**src/rtl/sar_pkg.sv**
```systemverilog
package sar_pkg;
    localparam int ADC_RES_W   = 10;
    localparam int ADC_CH_W    = 3;
    localparam int ADC_PS_W    = 4;
    localparam int ADC_STEPS   = 16;
    localparam int SYNC_STAGES = 2;
endpackage

```
**src/rtl/sar_start_sync.sv**
```systemverilog
module sar_start_sync
    import sar_pkg::*;
#(
    parameter int STAGES = SYNC_STAGES
) (
    input  logic clk,
    input  logic rst_n,
    input  logic pin_n_i,
    output logic fall_o
);
    localparam int SH_W = STAGES + 1;

    logic [SH_W-1:0] sh_d, sh_q;

    always_comb begin
        sh_d = {sh_q[SH_W-2:0], pin_n_i};
    end

    always_ff @(posedge clk or negedge rst_n) begin
        if (!rst_n) sh_q <= '1;
        else        sh_q <= sh_d;
    end

    // history bit high, synchronized bit low
    assign fall_o = sh_q[SH_W-1] & ~sh_q[SH_W-2];


    fall_single_chk: assert property (@(posedge clk) disable iff (!rst_n)
        fall_o |=> !fall_o);
endmodule

```
**src/rtl/sar_clk_div.sv**
```systemverilog
module sar_clk_div
    import sar_pkg::*;
#(
    parameter int PS_W = ADC_PS_W
) (
    input  logic            clk,
    input  logic            rst_n,
    input  logic            run_i,
    input  logic [PS_W-1:0] n_i,
    output logic            tick_o
);
    logic [PS_W-1:0] cnt_d, cnt_q;

    assign tick_o = run_i && (cnt_q == n_i);

    always_comb begin
        if (!run_i || tick_o) cnt_d = '0;
        else                  cnt_d = cnt_q + 1'b1;
    end

    always_ff @(posedge clk or negedge rst_n) begin
        if (!rst_n) cnt_q <= '0;
        else        cnt_q <= cnt_d;
    end


    tick_spacing_chk: assert property (@(posedge clk) disable iff (!rst_n)
        tick_o |=> (!tick_o || n_i == '0));
endmodule

```
**src/rtl/sar_step_ctl.sv**
```systemverilog
module sar_step_ctl
    import sar_pkg::*;
#(
    parameter int RES_W = ADC_RES_W,
    parameter int CH_W  = ADC_CH_W,
    parameter int PS_W  = ADC_PS_W,
    parameter int STEPS = ADC_STEPS
) (
    input  logic             clk,
    input  logic             rst_n,
    input  logic             en_i,
    input  logic             start_i,
    input  logic             cont_i,
    input  logic             tick_i,
    input  logic             cmp_i,
    input  logic [CH_W-1:0]  chan_i,
    input  logic [PS_W-1:0]  presc_i,
    output logic             busy_o,
    output logic             done_o,
    output logic [RES_W-1:0] trial_o,
    output logic [RES_W-1:0] result_o,
    output logic [CH_W-1:0]  chan_o,
    output logic [PS_W-1:0]  presc_o
);
    localparam int STEP_W = $clog2(STEPS);
    localparam logic [STEP_W-1:0] STEP_FIRST = STEP_W'(1);
    localparam logic [STEP_W-1:0] STEP_LSB   = STEP_W'(RES_W);
    localparam logic [STEP_W-1:0] STEP_LAST  = STEP_W'(STEPS - 1);
    localparam logic [RES_W-1:0]  MSB_ONLY   = {1'b1, {(RES_W-1){1'b0}}};

    typedef struct packed {
        logic              busy;
        logic              done;
        logic [STEP_W-1:0] step;
        logic [RES_W-1:0]  trial;
        logic [RES_W-1:0]  result;
        logic [CH_W-1:0]   chan;
        logic [PS_W-1:0]   presc;
    } st_t;

    st_t st_d, st_q;
    logic [RES_W-1:0] mask;

    always_comb begin
        mask = RES_W'(1) << (RES_W - int'(st_q.step));
        st_d      = st_q;
        st_d.done = 1'b0;
        if (!en_i) begin
            st_d.busy = 1'b0;
            st_d.step = '0;
        end else if (!st_q.busy) begin
            if (start_i) begin
                st_d.busy  = 1'b1;
                st_d.step  = '0;
                st_d.trial = MSB_ONLY;
                st_d.chan  = chan_i;
                st_d.presc = presc_i;
            end
        end else if (tick_i) begin
            if (st_q.step >= STEP_FIRST && st_q.step <= STEP_LSB) begin
                if (!cmp_i) st_d.trial = st_q.trial & ~mask;
                if (st_q.step != STEP_LSB) st_d.trial = st_d.trial | (mask >> 1);
            end
            if (st_q.step == STEP_LAST) begin
                st_d.result = st_q.trial;
                st_d.done   = 1'b1;
                if (cont_i) begin
                    st_d.step  = '0;
                    st_d.trial = MSB_ONLY;
                    st_d.chan  = chan_i;
                    st_d.presc = presc_i;
                end else begin
                    st_d.busy = 1'b0;
                end
            end else begin
                st_d.step = st_q.step + 1'b1;
            end
        end
    end

    always_ff @(posedge clk or negedge rst_n) begin
        if (!rst_n) st_q <= '0;
        else        st_q <= st_d;
    end

    assign busy_o   = st_q.busy;
    assign done_o   = st_q.done;
    assign trial_o  = st_q.trial;
    assign result_o = st_q.result;
    assign chan_o   = st_q.chan;
    assign presc_o  = st_q.presc;


    done_pulse_chk: assert property (@(posedge clk) disable iff (!rst_n)
        done_o |=> !done_o);

    result_hold_chk: assert property (@(posedge clk) disable iff (!rst_n)
        !done_o |-> $stable(result_o));

    chan_hold_chk: assert property (@(posedge clk) disable iff (!rst_n)
        (busy_o && $past(busy_o) && !done_o) |-> $stable(chan_o));
endmodule

```
**src/rtl/adc_sar_seq.sv**
```systemverilog
module adc_sar_seq
    import sar_pkg::*;
#(
    parameter int RES_W = ADC_RES_W,
    parameter int CH_W  = ADC_CH_W,
    parameter int PS_W  = ADC_PS_W,
    parameter int STEPS = ADC_STEPS
) (
    input  logic             clk,
    input  logic             rst_n,
    input  logic             en_i,
    input  logic             start_wr_i,
    input  logic             cont_i,
    input  logic             ext_sel_i,
    input  logic [PS_W-1:0]  presc_i,
    input  logic             ext_start_n_i,
    input  logic [CH_W-1:0]  chan_i,
    input  logic             cmp_i,
    output logic [RES_W-1:0] dac_code_o,
    output logic [CH_W-1:0]  mux_sel_o,
    output logic             busy_o,
    output logic             done_o,
    output logic [RES_W-1:0] result_o
);
    logic ext_fall, start_req, tick;
    logic [PS_W-1:0] presc_run;

    sar_start_sync #(.STAGES(SYNC_STAGES)) u_sync (
        .clk(clk), .rst_n(rst_n), .pin_n_i(ext_start_n_i), .fall_o(ext_fall)
    );

    assign start_req = en_i & (ext_sel_i ? ext_fall : start_wr_i);

    sar_clk_div #(.PS_W(PS_W)) u_div (
        .clk(clk), .rst_n(rst_n), .run_i(busy_o), .n_i(presc_run), .tick_o(tick)
    );

    sar_step_ctl #(.RES_W(RES_W), .CH_W(CH_W), .PS_W(PS_W), .STEPS(STEPS)) u_ctl (
        .clk(clk), .rst_n(rst_n), .en_i(en_i), .start_i(start_req),
        .cont_i(cont_i), .tick_i(tick), .cmp_i(cmp_i), .chan_i(chan_i),
        .presc_i(presc_i), .busy_o(busy_o), .done_o(done_o),
        .trial_o(dac_code_o), .result_o(result_o), .chan_o(mux_sel_o),
        .presc_o(presc_run)
    );


    idle_when_off_chk: assert property (@(posedge clk) disable iff (!rst_n)
        !en_i |=> !busy_o);

    start_cause_chk: assert property (@(posedge clk) disable iff (!rst_n)
        $rose(busy_o) |-> $past(start_req));

    no_tick_idle_chk: assert property (@(posedge clk) disable iff (!rst_n)
        !busy_o |-> !tick);
endmodule

```
**config.mk**
```make
export PLATFORM = sky130hd
export DESIGN_NAME = adc_sar_seq
export DESIGN_NICKNAME = d
export VERILOG_FILES = /design/src/rtl/sar_pkg.sv /design/src/rtl/sar_start_sync.sv /design/src/rtl/sar_clk_div.sv /design/src/rtl/sar_step_ctl.sv /design/src/rtl/adc_sar_seq.sv
export SDC_FILE = /design/constraint.sdc
export NUM_CORES = 1
export LEC_CHECK = 0
export ABC_AREA = 1
export BUFFER_PORTS_ARGS = -buffer_cell sky130_fd_sc_hd__buf_4
export CORE_MARGIN = 5
export CORE_UTILIZATION = 40
export DETAILED_ROUTE_END_ITERATION = 16
export GPL_TIMING_DRIVEN = 0
export PLACE_DENSITY_LB_ADDON = 0.2
export SYNTH_ARGS = -nofsm -noshare
export SYNTH_HDL_FRONTEND = slang
export SYNTH_SLANG_ARGS = --single-unit
```
**constraint.sdc**
```tcl
create_clock -name clk -period 1.8 [get_ports clk]
set_clock_uncertainty 0.1 [all_clocks]
set_input_delay 0.36 -clock clk [delete_from_list [all_inputs] [get_ports clk]]
set_output_delay 0.36 -clock clk [all_outputs]
set_load 0.02 [all_outputs]
```
==> flow_metrics.tcl <==
set metrics [dict create \
    max-vdd-ir-drop_mv 0.393 \
    drc 0 \
    synth-simple-area-share_pct 37.0 \
    via_count 2083 \
    ys_warn_count 0 \
    dieArea_um2 7490 \
    synth_cells 315 \
    synthDistinctLibCells 26 \
    clk_pin_slew_ps 80 \
    grt_pass1_vias 2092 \
    synth_top_area_share_pct 39.5 \
    nNetsFinal 391 \
    slew_violations 0 \
    cp_max_fo 6 \
    path_buf_inv 1 \
    synth_top_family_by_area "simple AND/OR/NAND/NOR gates" \
    fp-row-count 27 \
    cp.required_ps 1890 \
    place_congestion 0.878 \
    crit_family "simple AND/OR/NAND/NOR gates" \
    clock-sinks 40 \
    viasPerCell 4.69 \
    max_freq_ghz 0.554 \
    first_pass_iters 4 \
    crit_slowest_cell "dfrtp_2" \
    synth.avg_cell_area_um2 7.44 \
    whs_ps 67.0 \
    wirelength_um 5320 \
    clk_latency_ps 290 \
    worstPathCellList "ha_4, inv_1, nand2_2, nand2_2, nand3_1, nor2_1, nand4_1, nand2_1, nand2_1" \
    synth_compound_area_share_pct 2.94 \
    fill_cells 566 \
    post-place-ws_ps -61.0 \
    max_cap_viol_count 0 \
    synth_fa_ha_area_share_pct 2.67 \
    ys_ff_latch 40 \
    outcome "finished, violations left" \
    place_hpwl_um 3660 \
    core_um2 5610 \
    hold_class "in -> reg" \
    drtAntennaViolNets 0 \
    p_leak_nw 1.66 \
    cts_max_level 2 \
    synth_xor_xnor_area_share_pct 2.24 \
    antenna_found_initial 0 \
    area_delta_synth_final_pct 32.2 \
    cts_root_buf "clkbuf_8" \
    avgRoutedWirePerCell_um 12.0 \
    dp_cells 425 \
    layout_commonest_cell "nand2_1" \
    critPathCaptureType "register" \
    p_per_area_nw_per_um2 807 \
    setup_violations 1 \
    die_w_um 86.5 \
    cts_made_buffers 5 \
    io_pins 40 \
    yosys.area.top_type "dfrtp_1" \
    portBuffers 38 \
    grt_usage_pct 15.2 \
    netlist_area_um2 2340 \
    syn-num-nets 335 \
    crit_type "reg -> reg" \
    violations "setup timing" \
    n_antenna_cell 0 \
    grt_pass1_wl_um 9200 \
    hold_violations 0 \
    start_util_pct 41.8 \
    tightest_slew_ps 505 \
    drtIter0Drc 132 \
    grt_setup_unrepaired "true" \
    critPathLaunchType "register" \
    clock_path_buffers 2 \
    drive_gt1_share_pct 36.3 \
    period_needed_ps 1810 \
    ys_seq_area_share_pct 42.9 \
    synthTopCellsByArea "dfrtp_1, nand2_1, buf_4" \
    grt_max_degree 41 \
    cts_tree "yes" \
    placed_area_um2 2720 \
    instances_no_fill 444 \
    cpPeakStageDelay_ps 490 \
    gr-total-overflow 0 \
    muxShareOfSynthArea_pct 0 \
    final_cell_mix "nand2_1, buf_4, dfrtp_1, nor2_1, nand3_1" \
    fin_ws_ps -5.15 \
    relSlewSlack_pct 66.4 \
    fin_area_um2 3100 \
    multi_input_area_um2 1170 \
    arrival_ps 1890 \
    ff_latch_area_um2 1010 \
    fin_crit_sh_pct 100 \
    die_h_um 86.5 \
]
power breakdown:
| part | leakage, nW | switching, mW | internal, mW |
|---|---|---|---|
| logic | 1.05 | 0.284 | 0.194 |
| clock network | 0.0784 | 0.321 | 0.693 |
| registers | 0.529 | 0.0480 | 0.958 |
final timing paths:
path | startpoint | to | slack, ps | cells past startpoint
setup / recovery | u_ctl.st_q[27]$_DFFE_PN0P_ | u_ctl.trial_o[9]$_DFFE_PN0P_ | -5 | 9
setup reg to reg | u_ctl.st_q[27]$_DFFE_PN0P_ | u_ctl.trial_o[9]$_DFFE_PN0P_ | -5 | 9
min in group asynchronous | rst_n | u_ctl.busy_o$_DFF_PN0_ | 480 | 2
max in group asynchronous | rst_n | u_ctl.st_q[27]$_DFFE_PN0P_ | 760 | 2
hold reg to reg | u_sync.sh_q[0]$_DFF_PN1_ | u_sync.sh_q[1]$_DFF_PN1_ | 260 | 0
hold / removal | ext_start_n_i | u_sync.sh_q[0]$_DFF_PN1_ | 70 | 1
area by class of cell:
class	count	area share (%)
tap	72	2.91
clock inverter	3	2.91
buffer	28	6.75
multi-input combinational	227	37.7
inverter	20	2.67
clock buffer	5	2.22
sequential	40	32.5
timing repair buffer	49	12.4
sequential cells by signal, indices dropped and copies added, names as in the netlist:
signal	flops
u_sync.sh_q	3
u_ctl.presc_o	4
u_ctl.busy_o	1
u_ctl.trial_o	10
u_ctl.result_o	10
u_div.cnt_q	4
u_ctl.done_o	1
u_ctl.st_q	4
u_ctl.chan_o	3
per-stage QoR:
step,power [mW],setup TNS (ps),util [%]
finish,2.50,-5.15,55.2
global placement,1.44,-732,48.5
floorplan,1.31,0,-
global route,2.64,-971,55.2
detailed placement,1.45,-822,48.5
CTS,2.48,0,52.1
cells in the mapped netlist:
master      n
nand2_1   144
dfrtp_1    37
buf_4      24
nor2_1     24
nand3_1    17
inv_1      16
o21ai_0    11
ha_1        5
nor2_2      5
xor2_1      5
nand4_1     4
buf_2       3
dfstp_2     3
inv_2       3
nand2_2     2
nand3_2     2
a21oi_2     1
and3_1      1
buf_6       1
clkinv_4    1
nand2_4     1
nand3_4     1
nor2_4      1
nor3_4      1
o21ai_1     1
xnor2_1     1
metal layers:
layer / global-route usage [%] / vias to the layer above / share of wire, %
met5: 0 / - / 0
met4: 3.40 / 0 / 1.0
met3: 3.80 / 4 / 4.4
met2: 26.6 / 39 / 51
met1: 18.8 / 974 / 44
li1: - / 1066 / -
timing repair:
action / CTS / global route
resized for setup: 5 / 33
cloned: 0 / 0
hold buffers: 1 / 0
hold endpoints to repair: 37 / 0
endpoints found under the setup margin: 20 / 32
setup buffers: 1 / 9
pin swaps: 1 / 7
worst reg2reg max path, cell delays in order (launching register included):
cell     delay (ps)
dfrtp_2         490
ha_4            190
inv_1            60
nand2_2         100
nand2_2         130
nand3_1         180
nor2_1          200
nand4_1         130
nand2_1          80
nand2_1          40
kinds of logic after synthesis:
logic type                 count (synthesis)
and+or+nand+nor                          203
buffers and inverters                     48
DFF                                       40
AOI/OAI and AO/OA                         13
xor gates and xnor gates                   6
adders and majority gates                  5
No activity file was read; power rests on OpenSTA's default activity.
